$ cat src/rtl/pag_pkg.sv
package pag_pkg;
  localparam int MOD_W   = 4;
  localparam int MAX_STEP = 4;
  localparam int STEP_W  = $clog2(MAX_STEP + 1);

  typedef struct packed {
    logic              useDirect;
    logic              ptrWrite;
    logic              stepDown;
    logic [STEP_W-1:0] stepBytes;
  } stepCtrl_t;
endpackage

$ cat src/rtl/pag_ctrl.sv
module pag_ctrl
  import pag_pkg::*;
(
  input  logic [MOD_W-1:0] modCode,
  input  logic             directMode,
  output stepCtrl_t        ctrl
);
  logic modActive;

  // Codes with the top bit set carry no adjustment.
  assign modActive = ~modCode[MOD_W-1];

  always_comb begin
    ctrl           = '0;
    ctrl.useDirect = directMode;
    ctrl.ptrWrite  = modActive & ~directMode;
    ctrl.stepDown  = modCode[MOD_W-2];
    ctrl.stepBytes = {1'b0, modCode[1:0]} + STEP_W'(1);
  end
endmodule

$ cat src/rtl/pag_datapath.sv
module pag_datapath
  import pag_pkg::*;
#(
  parameter int PTR_W = 16,
  parameter int DIR_W = 8
) (
  input  logic [PTR_W-1:0] ptrValue,
  input  logic [DIR_W-1:0] directField,
  input  stepCtrl_t        ctrl,
  output logic [PTR_W-1:0] effAddr,
  output logic [PTR_W-1:0] ptrNext
);
  localparam int PAD_W = PTR_W - DIR_W - 1;

  logic [PTR_W-1:0] directAddr;
  logic [PTR_W-1:0] stepExt;
  logic [PTR_W-1:0] ptrMoved;

  generate
    if (PAD_W > 0) begin : g_pad
      assign directAddr = {{PAD_W{1'b0}}, directField, 1'b0};
    end else begin : g_nopad
      assign directAddr = {directField[PTR_W-2:0], 1'b0};
    end
  endgenerate

  assign stepExt  = PTR_W'(ctrl.stepBytes);
  assign ptrMoved = ctrl.stepDown ? (ptrValue - stepExt) : (ptrValue + stepExt);

  assign effAddr = ctrl.useDirect ? directAddr : ptrValue;
  assign ptrNext = ctrl.ptrWrite  ? ptrMoved   : ptrValue;
endmodule

$ cat src/rtl/postcrement_addr_gen.sv
module postcrement_addr_gen
  import pag_pkg::*;
#(
  parameter int PTR_W = 16,
  parameter int DIR_W = 8
) (
  input  logic [PTR_W-1:0] ptrValue,
  input  logic [MOD_W-1:0] modCode,
  input  logic [DIR_W-1:0] directField,
  input  logic             directMode,
  output logic [PTR_W-1:0] effAddr,
  output logic [PTR_W-1:0] ptrNext,
  output logic             ptrWe
);
  stepCtrl_t stepCtrl;

  pag_ctrl u_ctrl (
    .modCode    (modCode),
    .directMode (directMode),
    .ctrl       (stepCtrl)
  );

  pag_datapath #(.PTR_W(PTR_W), .DIR_W(DIR_W)) u_dp (
    .ptrValue    (ptrValue),
    .directField (directField),
    .ctrl        (stepCtrl),
    .effAddr     (effAddr),
    .ptrNext     (ptrNext)
  );

  assign ptrWe = stepCtrl.ptrWrite;
endmodule

$ cat config.mk
export PLATFORM = sky130hd
export DESIGN_NAME = postcrement_addr_gen
export DESIGN_NICKNAME = d
export VERILOG_FILES = /design/src/rtl/pag_pkg.sv /design/src/rtl/pag_ctrl.sv /design/src/rtl/pag_datapath.sv /design/src/rtl/postcrement_addr_gen.sv
export SDC_FILE = /design/constraint.sdc
export NUM_CORES = 1
export LEC_CHECK = 0
export BUFFER_PORTS_ARGS = -buffer_cell sky130_fd_sc_hd__buf_4
export CAP_MARGIN = 30
export CORE_UTILIZATION = 35
export DETAILED_ROUTE_END_ITERATION = 7
export GPL_ROUTABILITY_DRIVEN = 0
export GPL_TIMING_DRIVEN = 0
export PLACE_DENSITY = 0.67
export SLEW_MARGIN = 20
export SYNTH_ARGS = -nofsm -noshare
export SYNTH_HDL_FRONTEND = slang
export SYNTH_SLANG_ARGS = --single-unit
$ cat constraint.sdc
create_clock -name vclk -period 3.27
set_clock_uncertainty 0.15 [all_clocks]
set_input_delay 0.1635 -clock vclk [all_inputs]
set_output_delay 0.1635 -clock vclk [all_outputs]
set_load 0.005 [all_outputs]
==> metrics.md, run 1 <==
| Metric | Value |
|---|---|
| Outcome | `finished clean` |
| Placed inst area | `1654 sq um` |
| Adder-Cell Fraction of Synth Area | `22.59%` |
| Syn Inst Count | `164` |
| Routed Wire Length | `3.084 mm` |
| Top Ports | `62` |
| GRT Util Overall | `17.75%` |
| Seq/Total Area, Yosys | `0%` |
| Final Cell Area | `1658 sq um` |
| Proportion of layout cells with a drive suffix above 1 | `34.22%` |
| Pins Over Slew Limit | `0` |
| CP Capture Type | `output pin` |
| Die area | `3493 sq um` |
| Fmax | `337.8 MHz` |
| Largest area contributor in the netlist | `ha_1` |
| Startpoint types | `input pin` |
| Vias/cell | `4.959` |
| FILL cells | `334` |
| NumNets Final | `276` |
| Final critical-path setup slack | `0.3093 ns` |
| Core area | `3078 sq um` |
| Syn-to-layout area delta | `45.29%` |
| Min cycle time layout | `2.961 ns` |
| Hold Path Depth | `3` |
| Largest family of logic cells by synthesized area | `compound AO/OA/AOI/OAI gates` |
| Grt ovf | `0` |
| DRC Markers | `0` |
| Seq cells | `0` |
| Top-area cell type share of the netlist area | `20.83%` |
| Post-CTS Setup Inserts | `0` |
| Worst slew margin | `66.24%` |
| Critical path type | `input pin to output pin` |
| Fraction of the mapped netlist area in compound gates | `30.59%` |
| Crit-path max FO | `8` |
| Max_cap viols | `0` |
| Final setup fails | `0` |
| Hpwl dp | `2.515 mm` |
| Crit path buf inv count | `5` |
| Xor and xnor area share after synthesis | `9.211%` |
| Worst EP arrival | `2.65 ns` |
| First-pass iteration count of the detailed router | `4` |
| Ranking of synthesized cells by area | `ha_1 21%, mux2_2 8.9%, o21ai_0 8.3%, nand2_1 7.2%, xnor2_1 6.9%` |
| Hold Vio Cnt, Final | `0` |
| Setup TNS | `0 ns` |
| Critical path depth in cells | `14` |
| Mean area per synthesized cell | `6.958 sq um` |
| N_diodes | `0` |
| Unique masters post-synth | `40` |
| Worst Tran Pin Value | `0.5064 ns` |
| Post-Place Setup Slack | `0.05025 ns` |
| Post-synthesis mux area share | `9.759%` |
| Average wire per cell in the routed design | `11.46 um` |
| Iter 0 DRT Violations | `38` |
| Syn nets | `213` |
| Worst VDD drop | `75.05 uV` |
| FP Rows | `20` |
| First-pass GRT wire length | `4.995 mm` |
| CP max-delay cell | `ha_1` |
| YS warnings | `0` |
| Crit-path cells | `buf_4 -> inv_1 -> ha_1 -> a21oi_2 -> inv_1 -> ha_1 -> buf_4 -> nand2_1 -> o21ai_0 -> o21ai_0 -> and3_1 -> o211ai_2 -> xor2_1 -> buf_4` |
| Clkbuf count | `0` |
| Largest net degree at the start of global routing | `11` |
| Hold WC Path Type | `input pin to output pin` |
| Vias in the first global route | `1122` |
| Max incr delay on CP | `0.33 ns` |
| Critical Path Most Common Cell | `buf_4` |
| Simple-gate area share of the yosys netlist | `22.48%` |
| Period utilization | `90.54%` |
| Die Width | `59.10 um` |
| Data required, critical path | `2.96 ns` |
| ANT nets after route | `0` |
| LEAKAGE | `0.8170 nW` |
| Power per cell area | `178.8 nW/um^2` |
| Antenna violations before repair | `0` |
| RSZ-0062 raised after global routing | `false` |
| Register area | `0 sq um` |
| Die Y | `59.10 um` |
| Starting Density | `37.07%` |
| Vias | `1334` |
| Post-Syn Area | `1141 sq um` |
| Buffers on Ports | `61` |
| Crit-path leading delay family | `compound AO/OA/AOI/OAI gates` |
| Min Hold Slack | `0.4436 ns` |
## timing repair
item                                    CTS  global route
endpoints found under the setup margin    0             5
hold buffers                              0             0
gates resized for setup                   0             2
## cell families (layout without fill, tap and decap cells)
group	Yosys count	in the layout
and+or+nand+nor	53	53
xor gates and xnor gates	12	12
muxes	10	10
AOI/OAI and AO/OA	54	54
buffers and inverters	15	76
adders and majority gates	20	20
## through the flow
| stage | cells | util [%] | power, mW |
|---|---|---|---|
| 6_report | 269 | 53.86 | 0.2964 |
| 5_1_grt | 269 | 53.86 | 0.3314 |
| 4_1_cts | 269 | 53.74 | 0.2969 |
| 3_5_place_dp | 269 | 53.74 | 0.2950 |
| 3_3_place_gp | 269 | 53.74 | 0.2937 |
| 2_1_floorplan | 164 | - | 0.1813 |
## cell type report
| cell class | instances | area, sq um | share of cell area [%] |
|---|---|---|---|
| Inverter | 8 | 30.03 | 1.811 |
| Tap cell | 44 | 55.05 | 3.321 |
| Timing Repair Buffer | 61 | 457.9 | 27.62 |
| Multi-Input combinational cell | 149 | 1084 | 65.36 |
| Buffer | 7 | 31.28 | 1.887 |
## Yosys cell counts, types with 2 or more instances
library cell / count
clkbuf_1: 5
xnor2_1: 9
nor3_1: 3
nand4_1: 2
mux2_2: 9
nand2_1: 22
nand3_1: 2
ha_1: 19
nor2b_1: 10
nor2_1: 6
o21ai_0: 19
o21a_1: 3
and3_1: 2
inv_1: 8
a21o_1: 3
xor2_1: 3
a21oi_1: 14
a211oi_1: 2
o211ai_1: 2
## report_power, final
| part | internal [mW] | switching (mW) |
|---|---|---|
| Combinational | 0.155 | 0.141 |
| Sequential | 0 | 0 |
| Clock | 0 | 0 |
## worst paths after layout
kind | from | end | slack, ns
max | modCode[0] | ptrNext[15] | 0.31
min | ptrValue[15] | ptrNext[15] | 0.44
## placed cells by master, fill, tap and decap left out, types with 5 or more instances in the layout
| cell | count |
|---|---|
| ha_1 | 19 |
| a21oi_1 | 13 |
| nor2b_1 | 10 |
| nor2_1 | 6 |
| clkbuf_1 | 5 |
| xnor2_1 | 9 |
| buf_4 | 62 |
| inv_1 | 8 |
| nand2_1 | 22 |
| mux2_2 | 9 |
| o21ai_0 | 18 |
## metal layers
| layer | share of wire, % | global-route usage (%) | wire length [um] |
|---|---|---|---|
| met5 | 0 | 0 | 0 |
| met4 | 0 | 0.6803 | 0 |
| met3 | 4.0 | 0.6550 | 123 |
| met2 | 45 | 31.17 | 1389 |
| met1 | 51 | 25.23 | 1572 |
Note: power is estimated with default switching activity, not from simulation.
==> run 2: changes to the inputs <==
- RECOVER_POWER: not set -> 100
==> run 2 against run 1 <==
  * Count of clock-buffer cells in the layout unchanged
  * Utilization down 0.49 points
  * Worst setup slack worse by 0.014 ns
  * Die area stayed put
  * Combinational power down 2%
  * Wire length fell by 0.52%
  * First-iteration DRC count rose by 5.3%
  * Critical path depth shrank 1
  * Final area decreased by 0.91%
  * Via count increased by 0.90%
==> metrics.md, run 2 (synthesis gave the netlist of run 1 again) <==
| Metric | Value |
|---|---|
| Setup TNS | `0 ns (unchanged)` |
| Period utilization | `90.96% (was 90.54%)` |
| Net Sw Frac | `48.00% (was 47.59%)` |
| Post-Place Setup Slack | `0.05025 ns (unchanged)` |
| Vias | `1346 (was 1334)` |
| Max_cap viols | `0 (unchanged)` |
| Largest net degree at the start of global routing | `11 (unchanged)` |
| Commonest non-fill, non-tap cell in the layout | `buf_4 (unchanged)` |
| ANT nets after route | `0 (unchanged)` |
| Flop pwr share | `0% (about the same)` |
| Seq cells | `0 (unchanged)` |
| Vias in the first global route | `1122 (unchanged)` |
| Worst VDD drop | `73.42 uV (was 75.05 uV)` |
| Worst slew margin | `66.47% (was 66.24%)` |
| Clock Power Share | `0% (about the same)` |
| DRC Markers | `0 (unchanged)` |
| Hold WC Path Type | `input pin to output pin (unchanged)` |
| Hold_buf cts | `0 (unchanged)` |
| Hold Vio Cnt, Final | `0 (unchanged)` |
| RSZ-0062 raised after global routing | `false (unchanged)` |
| Hold Path Depth | `3 (unchanged)` |
| First-pass iteration count of the detailed router | `4 (unchanged)` |
| Final setup fails | `0 (unchanged)` |
| Hold_sp | `ptrValue[15] (unchanged)` |
| Top Ports | `62 (unchanged)` |
| Final critical-path setup slack | `0.2955 ns (was 0.3093 ns)` |
| Grt ovf | `0 (unchanged)` |
| Starting Density | `37.07% (unchanged)` |
| Core area | `3078 sq um (unchanged)` |
| Antenna violations before repair | `0 (unchanged)` |
| Min cycle time layout | `2.975 ns (was 2.961 ns)` |
| Most frequent cells in the layout | `43 x buf_4, 22 x nand2_1, 19 x ha_1 (was 62 x buf_4, 22 x nand2_1, 19 x ha_1)` |
| Register area | `0 sq um (unchanged)` |
| Worst EP arrival | `2.66 ns (was 2.65 ns)` |
| First-pass GRT wire length | `4.995 mm (unchanged)` |
| Die Y | `59.10 um (unchanged)` |
| LEAKAGE | `0.8007 nW (was 0.8170 nW)` |
| Internal power | `0.1510 mW (was 0.1553 mW)` |
| Average wire per cell in the routed design | `11.41 um (was 11.46 um)` |
| Vias/cell | `5.004 (was 4.959)` |
| Logic pwr share | `100.0% (about the same)` |
| Critical path type | `input pin to output pin (unchanged)` |
| Die area | `3493 sq um (unchanged)` |
| Startpoint types | `input pin (unchanged)` |
| Proportion of layout cells with a drive suffix above 1 | `32.44% (was 34.22%)` |
| Hpwl dp | `2.515 mm (unchanged)` |
| Crit-path max FO | `8 (unchanged)` |
| Clkbuf count | `0 (unchanged)` |
| Syn-to-layout area delta | `43.97% (was 45.29%)` |
| CP Capture Type | `output pin (unchanged)` |
| N_diodes | `0 (unchanged)` |
| GRT Util Overall | `17.75% (unchanged)` |
| FP Rows | `20 (unchanged)` |
| Pins Over Slew Limit | `0 (unchanged)` |
| Net switching power | `0.1395 mW (was 0.1410 mW)` |
| Die Width | `59.10 um (unchanged)` |
| Hold endpoint | `ptrNext[15] (unchanged)` |
| Data required, critical path | `2.96 ns (about the same)` |
| Outcome | `finished clean (unchanged)` |
| Power per cell area | `176.8 nW/um^2 (was 178.8 nW/um^2)` |
| Fmax | `336.2 MHz (was 337.8 MHz)` |
| Worst Tran Pin Value | `0.5029 ns (was 0.5064 ns)` |
| Iter 0 DRT Violations | `40 (was 38)` |
| Buffers on Ports | `61 (unchanged)` |
| NumNets Final | `276 (unchanged)` |
| Routed Wire Length | `3.068 mm (was 3.084 mm)` |
[run 2: changes by cell type in the layout (fill, tap and decap cells not counted)]
cell / previous run / this run
buf_2: 1 / 0
buf_4: 62 / 43
clkbuf_1: 5 / 8
clkbuf_4: 0 / 17
o2111ai_1: 0 / 1
o2111ai_2: 1 / 0
or2_0: 0 / 1
or2_1: 1 / 0
[run 2: worst max path at each step]
stage             endpoint       start  slack, ns
6_report       ptrNext[13]  modCode[0]       0.30
4_1_cts        ptrNext[12]  modCode[0]       0.05
3_5_place_dp   ptrNext[12]  modCode[0]       0.05
3_3_place_gp   ptrNext[12]  modCode[0]       0.01
2_1_floorplan  ptrNext[14]  modCode[0]       0.69
5_1_grt        ptrNext[15]  modCode[0]       0.01
[run 2: per-layer routing]
| metal | global-route usage (%) | wire (um) | vias to the layer above |
|---|---|---|---|
| met4 | 0.6803 | 0 | 0 |
| met3 | 0.6550 | 159 | 0 |
| met2 | 31.17 | 1375 | 44 |
| li1 | - | - | 722 |
| met1 | 25.23 | 1533 | 580 |
| met5 | 0 | 0 | - |
[run 2: metrics by stage]
step / utilization (%) / hold slack (ns) / total power [mW] / cell area, sq um / std cells
after detailed placement: 53.74 / 0.4461 / 0.2950 / 1654 / 269
after CTS: 53.74 / 0.4463 / 0.2969 / 1654 / 269
after global routing: 53.37 / 0.4576 / 0.3251 / 1643 / 269
final: 53.37 / 0.4436 / 0.2905 / 1643 / 269
after global placement: 53.74 / 0.4423 / 0.2937 / 1654 / 269
after floorplan: - / 0.2324 / 0.1813 / 1141 / 164
[run 2: layout make-up]
type | count | area [sq um]
timing repair buffer | 61 | 450.4
buffer | 7 | 30.03
fill | 339 | 1435
inverter | 8 | 30.03
tap | 44 | 55.05
multi-input combinational | 149 | 1077
[run 2: worst max-delay path, stage by stage]
cell	delay [ns]
buf_4	0.10
inv_1	0.05
ha_1	0.20
a21oi_2	0.24
inv_1	0.22
ha_1	0.39
o21a_1	0.13
o31a_1	0.22
o2111ai_1	0.20
a21oi_1	0.23
nor3_1	0.08
o31ai_2	0.24
clkbuf_4	0.18
[run 2: power groups by stage]
stage               clock, mW  combinational (mW)  sequential (mW)
CTS                         0               0.297                0
global route                0               0.325                0
floorplan                   0               0.181                0
detailed placement          0               0.295                0
global placement            0               0.294                0
finish                      0               0.290                0
[run 2: repair_timing]
item                       CTS  global route
resized for setup            0             2
setup endpoints to repair    0             5
setup buffers                0             0
